**src/rtl/pwc_pkg.sv**
```systemverilog
package pwc_pkg;

  // Level encoding shared by lookup and fill ports: code 0 is table level 1.
  localparam logic [1:0] PWC_LEVEL_ONE = 2'd0;

  // Admission rule shared by the lookup gate and the fill filter.
  function automatic logic pwc_admit(input logic       nested,
                                     input logic [1:0] level,
                                     input logic       two_dim);
    return (level != PWC_LEVEL_ONE) && (!nested || two_dim);
  endfunction

endpackage

```
**src/rtl/pwc_tag_array.sv**
```systemverilog
module pwc_tag_array #(
  parameter int WAYS   = 16,
  parameter int TAG_W  = 41,
  parameter int DATA_W = 64,
  localparam int WAY_W = $clog2(WAYS)
) (
  input  logic                  clk,
  input  logic                  rst_n,
  input  logic                  clear,
  input  logic [TAG_W-1:0]      tag_a,
  input  logic [TAG_W-1:0]      tag_b,
  input  logic                  wr_en,
  input  logic [WAY_W-1:0]      wr_way,
  input  logic [TAG_W-1:0]      wr_tag,
  input  logic [DATA_W-1:0]     wr_data,
  input  logic [WAY_W-1:0]      rd_way,
  output logic [WAYS-1:0]       valid_o,
  output logic [WAYS-1:0]       match_a,
  output logic [WAYS-1:0]       match_b,
  output logic [DATA_W-1:0]     rd_data
);

  logic [TAG_W-1:0]  tag_q  [WAYS];
  logic [DATA_W-1:0] data_q [WAYS];

  for (genvar g = 0; g < WAYS; g++) begin : g_way
    logic sel;
    assign sel = wr_en && (wr_way == WAY_W'(g));

    always_ff @(posedge clk) begin
      if (!rst_n || clear) begin
        valid_o[g] <= 1'b0;
      end else if (sel) begin
        valid_o[g] <= 1'b1;
      end
    end

    always_ff @(posedge clk) begin
      if (!rst_n) begin
        tag_q[g]  <= '0;
        data_q[g] <= '0;
      end else if (sel) begin
        tag_q[g]  <= wr_tag;
        data_q[g] <= wr_data;
      end
    end

    assign match_a[g] = valid_o[g] && (tag_q[g] == tag_a);
    assign match_b[g] = valid_o[g] && (tag_q[g] == tag_b);
  end

  assign rd_data = data_q[rd_way];

endmodule

```
**src/rtl/pwc_plru.sv**
```systemverilog
module pwc_plru #(
  parameter int WAYS = 16,
  localparam int WAY_W = $clog2(WAYS),
  localparam int NODES = WAYS - 1
) (
  input  logic             clk,
  input  logic             rst_n,
  input  logic             clear,
  input  logic             hit_en,
  input  logic [WAY_W-1:0] hit_way,
  input  logic             fill_en,
  input  logic [WAY_W-1:0] fill_way,
  output logic [WAY_W-1:0] victim
);

  logic [NODES-1:0] tree_q, tree_mid, tree_d;

  // Walk root to leaf along the way's bits; each node is set to steer away.
  function automatic logic [NODES-1:0] steer_away(input logic [NODES-1:0] t,
                                                  input logic [WAY_W-1:0] w);
    logic [NODES-1:0] r;
    logic [WAY_W-1:0] node;
    logic             b;
    r    = t;
    node = '0;
    for (int l = 0; l < WAY_W; l++) begin
      b       = w[WAY_W-1-l];
      r[node] = ~b;
      node    = WAY_W'({node, 1'b1} + {{WAY_W{1'b0}}, b});
    end
    return r;
  endfunction

  function automatic logic [WAY_W-1:0] follow(input logic [NODES-1:0] t);
    logic [WAY_W-1:0] node;
    logic [WAY_W-1:0] v;
    logic             b;
    node = '0;
    v    = '0;
    for (int l = 0; l < WAY_W; l++) begin
      b              = t[node];
      v[WAY_W-1-l]   = b;
      node           = WAY_W'({node, 1'b1} + {{WAY_W{1'b0}}, b});
    end
    return v;
  endfunction

  always_comb begin
    tree_mid = hit_en  ? steer_away(tree_q, hit_way)    : tree_q;
    tree_d   = fill_en ? steer_away(tree_mid, fill_way) : tree_mid;
  end

  always_ff @(posedge clk) begin
    if (!rst_n || clear) tree_q <= '0;
    else                 tree_q <= tree_d;
  end

  assign victim = follow(tree_q);

endmodule

```
**src/rtl/page_walk_cache.sv**
```systemverilog
module page_walk_cache #(
  parameter int ADDR_W = 40,
  parameter int DATA_W = 64,
  parameter int WAYS   = 16
) (
  input  logic              clk,
  input  logic              rst_n,
  input  logic              mode_2d,
  input  logic              flush,
  input  logic              lkp_valid,
  input  logic [ADDR_W-1:0] lkp_spa,
  input  logic              lkp_nested,
  input  logic [1:0]        lkp_level,
  input  logic              fill_valid,
  input  logic [ADDR_W-1:0] fill_spa,
  input  logic              fill_nested,
  input  logic [1:0]        fill_level,
  input  logic [DATA_W-1:0] fill_entry,
  output logic              rsp_valid,
  output logic              rsp_hit,
  output logic [DATA_W-1:0] rsp_entry
);
  import pwc_pkg::*;

  localparam int WAY_W = $clog2(WAYS);
  localparam int TAG_W = ADDR_W + 1;

  logic [TAG_W-1:0]  lkp_tag, fill_tag;
  logic [WAYS-1:0]   valid_vec, lkp_match, fill_match;
  logic [DATA_W-1:0] rd_data;
  logic [WAY_W-1:0]  lkp_way, fill_way, plru_victim, free_way;
  logic              lkp_ok, lkp_hit, fill_ok, fill_present, any_free;

  // Lowest set index of a way vector.
  function automatic logic [WAY_W-1:0] lowest(input logic [WAYS-1:0] v);
    logic [WAY_W-1:0] r;
    r = '0;
    for (int i = WAYS - 1; i >= 0; i--) begin
      if (v[i]) r = WAY_W'(i);
    end
    return r;
  endfunction

  assign lkp_tag  = {lkp_nested, lkp_spa};
  assign fill_tag = {fill_nested, fill_spa};

  always_comb begin
    lkp_ok       = lkp_valid && !flush && pwc_admit(lkp_nested, lkp_level, mode_2d);
    lkp_hit      = lkp_ok && (|lkp_match);
    lkp_way      = lowest(lkp_match);
    fill_ok      = fill_valid && !flush && pwc_admit(fill_nested, fill_level, mode_2d);
    fill_present = |fill_match;
    any_free     = ~&valid_vec;
    free_way     = lowest(~valid_vec);
    if (fill_present)  fill_way = lowest(fill_match);
    else if (any_free) fill_way = free_way;
    else               fill_way = plru_victim;
  end

  pwc_tag_array #(
    .WAYS   (WAYS),
    .TAG_W  (TAG_W),
    .DATA_W (DATA_W)
  ) u_store (
    .clk     (clk),
    .rst_n   (rst_n),
    .clear   (flush),
    .tag_a   (lkp_tag),
    .tag_b   (fill_tag),
    .wr_en   (fill_ok),
    .wr_way  (fill_way),
    .wr_tag  (fill_tag),
    .wr_data (fill_entry),
    .rd_way  (lkp_way),
    .valid_o (valid_vec),
    .match_a (lkp_match),
    .match_b (fill_match),
    .rd_data (rd_data)
  );

  pwc_plru #(
    .WAYS (WAYS)
  ) u_repl (
    .clk      (clk),
    .rst_n    (rst_n),
    .clear    (flush),
    .hit_en   (lkp_hit),
    .hit_way  (lkp_way),
    .fill_en  (fill_ok),
    .fill_way (fill_way),
    .victim   (plru_victim)
  );

  always_ff @(posedge clk) begin
    if (!rst_n) begin
      rsp_valid <= 1'b0;
      rsp_hit   <= 1'b0;
      rsp_entry <= '0;
    end else begin
      rsp_valid <= lkp_valid;
      rsp_hit   <= lkp_hit;
      rsp_entry <= lkp_hit ? rd_data : '0;
    end
  end

endmodule

```
**config.mk**
```make
export PLATFORM = sky130hd
export DESIGN_NAME = page_walk_cache
export DESIGN_NICKNAME = d
export VERILOG_FILES = /design/src/rtl/pwc_pkg.sv /design/src/rtl/pwc_tag_array.sv /design/src/rtl/pwc_plru.sv /design/src/rtl/page_walk_cache.sv
export SDC_FILE = /design/constraint.sdc
export NUM_CORES = 2
export LEC_CHECK = 0
export BUFFER_PORTS_ARGS = -buffer_cell sky130_fd_sc_hd__clkbuf_2
export CORE_MARGIN = 4
export CORE_UTILIZATION = 55
export DETAILED_ROUTE_END_ITERATION = 10
export PLACE_DENSITY = 0.71
export SLEW_MARGIN = 10
export SYNTH_ARGS = -nofsm -noshare
export SYNTH_HDL_FRONTEND = slang
export SYNTH_SLANG_ARGS = --single-unit
```
**constraint.sdc**
```tcl
create_clock -name clk -period 22.2 [get_ports clk]
set_input_delay 1.11 -clock clk [delete_from_list [all_inputs] [get_ports clk]]
set_output_delay 1.11 -clock clk [all_outputs]
set_load 0.005 [all_outputs]
```
# [Word level (Yosys, flattened, before mapping)]
# Memories as Yosys holds them, arrays and structs flattened. A register that Yosys moved wholly into a read port is not among the register bits.
# Index checks and enable logic that the tools add are counted.
[totals] regBits=33 ramBits=1680 in_bits=156 n_memories=2
[mem_list] memory="u_store.data_q" words=16 word_bits=64 read_ports=1 rd_ports_with_merged_regs=1 write_ports=16 line="pwc_tag_array.sv:24" rtl="logic [DATA_W-1:0] data_q [WAYS];"
[mem_list] memory="u_store.tag_q" words=16 word_bits=41 read_ports=16 rd_ports_with_merged_regs=0 write_ports=16 line="pwc_tag_array.sv:23" rtl="logic [TAG_W-1:0] tag_q [WAYS];"
[op_classes] addsub=9 order_cmp=15 n_eq_ne=47 mux=157 bitwise=41 reduce_logical=77
[op_table] op="$eq A41 B41 Y1" n=32
[op_table] op="$mux W64" n=16
[op_table] op="$mux W41" n=16
[op_table] op="$mux W4" n=50
[op_table] op="$bwmux W15" n=6
[op_table] op="$logic_and A1 B1 Y1" n=61
[op_table] op="$mux W1" n=58
[op_table] op="$lt A4 B5 Y1 const B" n=9
[op_table] op="$eq A4 B4 Y1 const B" n=8
[op_table] op="$or A1 B1 Y1" n=32
[op_table] op="$reduce_or A16 Y1" n=2
[op_table] op="$mux W15" n=2
[op_table] op="$demux W1 S4" n=6
[op_table] op="$ge A4 B1 Y1 const B" n=6
[op_table] op="$eq A4 B3 Y1 const B" n=4
[op_table] op="$not A16 Y16" n=1
[op_table] op="$reduce_and A16 Y1" n=1
[op_table] op="$add A3 B1 Y4" n=3
[op_table] op="$add A4 B1 Y4" n=3
[op_table] op="$bmux W1 S4" n=3
[op_table] op="$eq A4 B2 Y1 const B" n=2
[op_table] op="$not A1 Y1" n=8
[op_table] op="$add A1 B1 Y2 const A" n=3
[op_table] op="$reduce_bool A2 Y1" n=3
[op_table] op="other kinds (5)" n=11

# [Longest topological paths before layout]
# An unclocked memory read counts as a cell.
[depth] ltp_word=32 depth_mapped=22

# [Modules after synthesis]
# Synthesis repeated with hierarchy kept, for this count alone.
[hier_totals] hier_cells=6845 area_unflattened_um2=90101.4
[modules_own_cells] module="pwc_tag_array" instances=1 cells_per_inst=6391 area_each_um2=85973.7
[modules_own_cells] module="page_walk_cache" instances=1 cells_per_inst=244 area_each_um2=2532.4
[modules_own_cells] module="pwc_plru" instances=1 cells_per_inst=210 area_each_um2=1595.3

# [Worst setup path before layout]
# OpenSTA, ideal clock, no wires.
[synth_timing] kind="input to register" from="input port fill_spa[0]" to="memory u_store.data_q[15][0] (enable)" setup_time_ns=0.714 arrival_ns=10.872 required_time_ns=21.486 slack_ns=10.614 path_stages=14 path_cell_list="buf_2 > buf_2 > o21ai_0 > nor4_1 > nand4_1 > or4b_1 > nand3_1 > a31oi_1 > o31ai_1 > nand2_1 > nand2b_1 > buf_2 > clkbuf_1 > o21ai_0"
[synth_lines] element="start: declaration" line="page_walk_cache.sv:15" rtl="input logic [ADDR_W-1:0] fill_spa,"
[synth_lines] element="end: declaration" line="pwc_tag_array.sv:24"

==> impl_table.tex <==
\begin{tabular}{lr}
\hline
Metric & Value \\
\hline
\multicolumn{2}{l}{\textbf{Run status}} \\
\quad Outcome & complete, no violations \\
\multicolumn{2}{l}{\textbf{Synth}} \\
\quad Cell types occupying the most area after synthesis & sky130\_fd\_sc\_hd\_\_edfxtp\_1 (54\%), sky130\_fd\_sc\_hd\_\_xnor2\_1 (9.7\%), sky130\_fd\_sc\_hd\_\_and2\_1 (8.7\%) \\
\quad Main combinational cell family by area after synthesis & simple AND/OR/NAND/NOR gates \\
\quad Share of Yosys cell area claimed by the top area cell type & between 50 and 60\% \\
\quad Synth warn & 0 \\
\quad Share of the synthesized area in compound gates (AO/OA/AOI/OAI) & around 6.8\% \\
\quad Parity-gate share of the synthesized area counting xor and xnor cells & 10.7\% \\
\quad Post-Syn Area & 93,800 µm² \\
\quad Share of async-settable or async-resettable flops after synthesis & 0\% \\
\quad Synthesized netlist cell count & 8,040 \\
\quad Netlist cell types & 93 \\
\quad Post-synth EDFFs & 1,680 \\
\quad Most frequently used cell type in the post-synthesis netlist & sky130\_fd\_sc\_hd\_\_edfxtp\_1 \\
\quad Synthesized netlist net count & 8,210 \\
\quad Post-synthesis share of cell area spent on full adders, half adders and majority gates & 0.187\% \\
\quad Register area share after synthesis & between 50\% and 60\% \\
\quad Portion of netlist area occupied by mux cells & 3.01\% \\
\quad Post-synthesis share of cell area spent on and, or, nand and nor gates & 19.3\% \\
\quad Primary flip-flop cell chosen by synthesis mapping & sky130\_fd\_sc\_hd\_\_edfxtp\_1 \\
\quad Number of register bits inferred by synthesis & $\sim$1,800 \\
\quad Synthesized area per cell & 11.7 µm² \\
\quad Post-synth top area cell & sky130\_fd\_sc\_hd\_\_edfxtp\_1 \\
\quad Most frequent cells after synthesis & sky130\_fd\_sc\_hd\_\_edfxtp\_1 (1,680), sky130\_fd\_sc\_hd\_\_and2\_1 (1,303), sky130\_fd\_sc\_hd\_\_xnor2\_1 (1,037), sky130\_fd\_sc\_hd\_\_nor3\_1 (450), sky130\_fd\_sc\_hd\_\_nand4\_1 (432) \\
\multicolumn{2}{l}{\textbf{Power}} \\
\quad Switching power share of the total & 25.3\% \\
\quad Leak Pwr & about 0.034 µW \\
\quad Power share of the sequential group & 49.6\% \\
\quad Total power divided by cell area & 76.3 nW/µm² \\
\quad Clk network pwr share & 41.5\% \\
\quad Worst-case vdd ir drop & 0.0875 mV \\
\quad Int Pwr & 5850 µW \\
\quad Total net switching power & around 2000 µW \\
\quad Power share of the combinational group & 9.0\% \\
\multicolumn{2}{l}{\textbf{Clocking}} \\
\quad Cts bufs inserted & 188 \\
\quad Clock tree root driver cell & sky130\_fd\_sc\_hd\_\_clkbuf\_16 \\
\quad Post-cts sizing count & 0 \\
\quad Count of buffers added by post-CTS timing repair for setup & 0 \\
\quad TritonCTS clock tree & yes \\
\quad Number of H-tree branching levels & 4 \\
\quad Later-pin clock latency in the skew report & 0.88 ns \\
\quad Hold-fix buffers, CTS & 0 \\
\quad CTS sink count & 1,777 \\
\quad Worst-case clock buffer depth & 3 \\
\quad Clock edge transition at the registers on the reported setup and hold paths & $\sim$0.060 ns \\
\multicolumn{2}{l}{\textbf{Min path}} \\
\quad WHS Path Cells & 2 \\
\quad Endpoint with the worst hold slack & rsp\_valid \\
\quad HP Start & lkp\_valid \\
\quad Worst min-delay path category & in2reg \\
\multicolumn{2}{l}{\textbf{STA}} \\
\quad Post-route minimum period & around 8.3 ns \\
\quad Final worst slack & 13.87 ns \\
\quad Measured slew at the worst slew-check pin & about 1.3 ns \\
\quad Max transition margin & 10.2\% \\
\quad Period utilization & 37.5\% \\
\quad Final setup viols & 0 \\
\quad Post-route clock skew & 0.0456 ns \\
\quad Fmax & 0.120 GHz \\
\quad Hold violation total from the final report & 0 \\
\quad Sum Neg Setup Slack & 0 ns \\
\quad RSZ-0062 raised after global routing & false \\
\quad Final number of max-transition violations & 0 \\
\multicolumn{2}{l}{\textbf{Detailed routing}} \\
\quad Number of vias per cell & 6.87 \\
\quad Mean routed wirelength per cell & around 36 µm \\
\quad Wire length after detailed routing & 376,000 µm \\
\quad DR vias & between 70,000 and 80,000 \\
\quad Number of optimization iterations in the first detailed-route pass & 8 \\
\quad Post-DRT Antenna Nets & 0 \\
\quad Count of routing violations after the opening detailed-route iteration & 11,700 \\
\quad \# DRC & 0 \\
\multicolumn{2}{l}{\textbf{Floorplan}} \\
\quad Die height & around 420 µm \\
\quad Row count & 151 \\
\quad Initial core utilization & 55.3\% \\
\quad Total Die Area & $\sim$180,000 µm² \\
\quad Number of top-level design ports & about 220 \\
\quad DIE WIDTH & 421 µm \\
\quad Placeable core area & 169,000 µm² \\
\multicolumn{2}{l}{\textbf{Layout}} \\
\quad Utilization of the core after routing & between 60\% and 70\% \\
\quad Area Growth Syn to Fin & 9.51\% \\
\quad Fraction of layout instances using a drive strength above 1 & 10.5\% \\
\quad Post-layout net count & a little over 8,000 \\
\quad Fill cell instance count of the final layout & 13,600 \\
\multicolumn{2}{l}{\textbf{Setup path}} \\
\quad Arrival time of the worst setup path & $\sim$8.9 ns \\
\quad Startpoint of the most critical register-to-register path & u\_store.tag\_q[1][182] \\
\quad Reg-to-reg setup timing slack & between 10 and 15 ns \\
\quad Top fanout value on the critical path & 77 \\
\quad Kind of critical path & in2reg \\
\quad Required time worst endpoint & 22.80 ns \\
\quad CP Capture Type & register \\
\quad Critical register-to-register path endpoint & u\_store.data\_q[3][63] \\
\quad Worst Setup Start Kind & primary input \\
\quad Depth of the worst register-to-register path & 14 \\
\multicolumn{2}{l}{\textbf{Global routing}} \\
\quad Antenna violations before repair & 29 \\
\quad Global-route wire length before repair & about 520,000 µm \\
\quad Via count of the first global-routing pass & 68,300 \\
\quad Global-route congestion overflow total & 0 \\
\quad Largest net degree at the start of global routing & approximately 160 \\
\quad Global-route total usage across every layer & 41.2\% \\
\multicolumn{2}{l}{\textbf{Placed design}} \\
\quad RePlAce Congestion & 1.04 \\
\quad Port Buffer Count & about 220 \\
\quad Detailed Place HPWL & $\sim$210,000 µm \\
\quad Worst-case setup slack after placement & roughly 14 ns \\
\multicolumn{2}{l}{\textbf{Job}} \\
\quad Maximum capacitance violations & 0 \\
\hline
\end{tabular}
-- registers in the layout, summed over array words and instances (netlist names) --
signal	flops
rsp_entry	64
u_repl.tree_q	15
u_store.data_q	1024
rsp_valid	1
u_store.valid_o	16
u_store.tag_q	656
rsp_hit	1
-- worst max-delay path: stages --
cell	delay [ns]
sky130_fd_sc_hd__clkbuf_2	0.08
sky130_fd_sc_hd__buf_4	0.52
sky130_fd_sc_hd__clkinv_1	1.23
sky130_fd_sc_hd__o22ai_1	0.66
sky130_fd_sc_hd__nor4_1	0.12
sky130_fd_sc_hd__nand4_1	0.31
sky130_fd_sc_hd__nand2_1	0.17
sky130_fd_sc_hd__nor4_2	0.38
sky130_fd_sc_hd__a21boi_1	0.90
sky130_fd_sc_hd__inv_1	0.29
sky130_fd_sc_hd__ha_1	0.48
sky130_fd_sc_hd__nand2_4	0.45
sky130_fd_sc_hd__buf_4	0.85
sky130_fd_sc_hd__nor2_4	0.27
sky130_fd_sc_hd__buf_4	0.41
sky130_fd_sc_hd__and2_1	0.35
-- through the flow --
step	hold WS [ns]	area, µm²	total power (µW)	instances
detailed placement	0.511	96400	4610	10000
floorplan	0.483	93800	4350	8040
global placement	0.505	96400	4610	10000
finish	0.481	103000	7830	10400
CTS	0.441	103000	7800	10400
global route	0.484	103000	7990	10400
-- layer usage --
layer,global-route usage (%),up-vias,part of all wire (%)
met5,0,-,0.018
met4,26.8,10,7.8
met3,12.0,1426,13
met2,61.5,5704,43
met1,52.6,35300,35
li1,-,28900,-
-- area by class of cell --
cell class / instances / area [µm²] / share of cell area, %
multi-input cells: 5449 / 38000 / 37.0
flip-flops and latches: 1777 / 52400 / 51.0
repair buffers: 426 / 2700 / 2.62
clock buffers: 266 / 5270 / 5.13
diodes: 19 / 47.5 / 0.0463
inverters: 138 / 526 / 0.512
clock inverters: 90 / 1040 / 1.02
well taps: 2218 / 2780 / 2.70
-- cell usage in the layout, fill, tap and decap left out, types with 25 or more instances in the layout --
master | netlist | routed
sky130_fd_sc_hd__mux2_2 | 47 | 47
sky130_fd_sc_hd__a21oi_1 | 28 | 28
sky130_fd_sc_hd__nand2_1 | 335 | 328
sky130_fd_sc_hd__nor2b_1 | 39 | 38
sky130_fd_sc_hd__clkbuf_1 | 356 | 54
sky130_fd_sc_hd__nand3_1 | 67 | 67
sky130_fd_sc_hd__o31ai_1 | 25 | 25
sky130_fd_sc_hd__o21ai_0 | 241 | 225
sky130_fd_sc_hd__a2111oi_0 | 56 | 56
sky130_fd_sc_hd__xor2_1 | 113 | 113
sky130_fd_sc_hd__a221oi_1 | 53 | 53
sky130_fd_sc_hd__clkinv_2 | 0 | 33
sky130_fd_sc_hd__nor3_1 | 450 | 450
sky130_fd_sc_hd__and2_1 | 1303 | 1302
sky130_fd_sc_hd__a21o_1 | 49 | 48
sky130_fd_sc_hd__nor2_1 | 116 | 110
sky130_fd_sc_hd__a2111oi_1 | 48 | 48
sky130_fd_sc_hd__nand4_1 | 432 | 432
sky130_fd_sc_hd__o2111ai_1 | 40 | 40
sky130_fd_sc_hd__nor4_1 | 128 | 128
sky130_fd_sc_hd__inv_1 | 114 | 112
sky130_fd_sc_hd__mux2i_1 | 224 | 224
sky130_fd_sc_hd__o211a_1 | 45 | 45
sky130_fd_sc_hd__clkbuf_16 | 0 | 191
sky130_fd_sc_hd__clkinv_1 | 18 | 35
sky130_fd_sc_hd__nand2b_1 | 210 | 208
sky130_fd_sc_hd__clkbuf_2 | 0 | 221
sky130_fd_sc_hd__edfxtp_1 | 1680 | 1680
sky130_fd_sc_hd__dfxtp_1 | 97 | 97
sky130_fd_sc_hd__buf_4 | 78 | 201
sky130_fd_sc_hd__xnor2_1 | 1037 | 1037
sky130_fd_sc_hd__a211oi_1 | 84 | 84
-- kinds of logic after synthesis --
group	after synthesis
xor gates and xnor gates	1150
muxes	275
DFF	1777
buffers and inverters	814
adders and majority gates	14
and+or+nand+nor	3155
AOI/OAI and AO/OA	855
-- worst max-delay path by stage --
stage | start | to | slack (ns) | cells after the start
after floorplan | fill_spa[0] | u_store.data_q[15][0] | 10.61 | 14
after global routing | fill_spa[22] | u_store.data_q[11][26] | 14.22 | 15
after CTS | fill_spa[16] | u_store.data_q[11][27] | 14.46 | 14
after global placement | fill_spa[16] | u_store.data_q[11][11] | 13.66 | 14
after detailed placement | fill_spa[16] | u_store.data_q[11][11] | 13.56 | 14
final | fill_spa[16] | u_store.data_q[3][63] | 13.87 | 16
-- power groups by stage --
stage / clock network, µW / logic, µW / registers [µW]
after floorplan: 0 / 385 / 3960
after global placement: 0 / 663 / 3940
after detailed placement: 0 / 663 / 3950
after CTS: 3250 / 666 / 3880
after global routing: 3400 / 707 / 3890
final: 3250 / 703 / 3880
(Power assumes the default switching activity.)
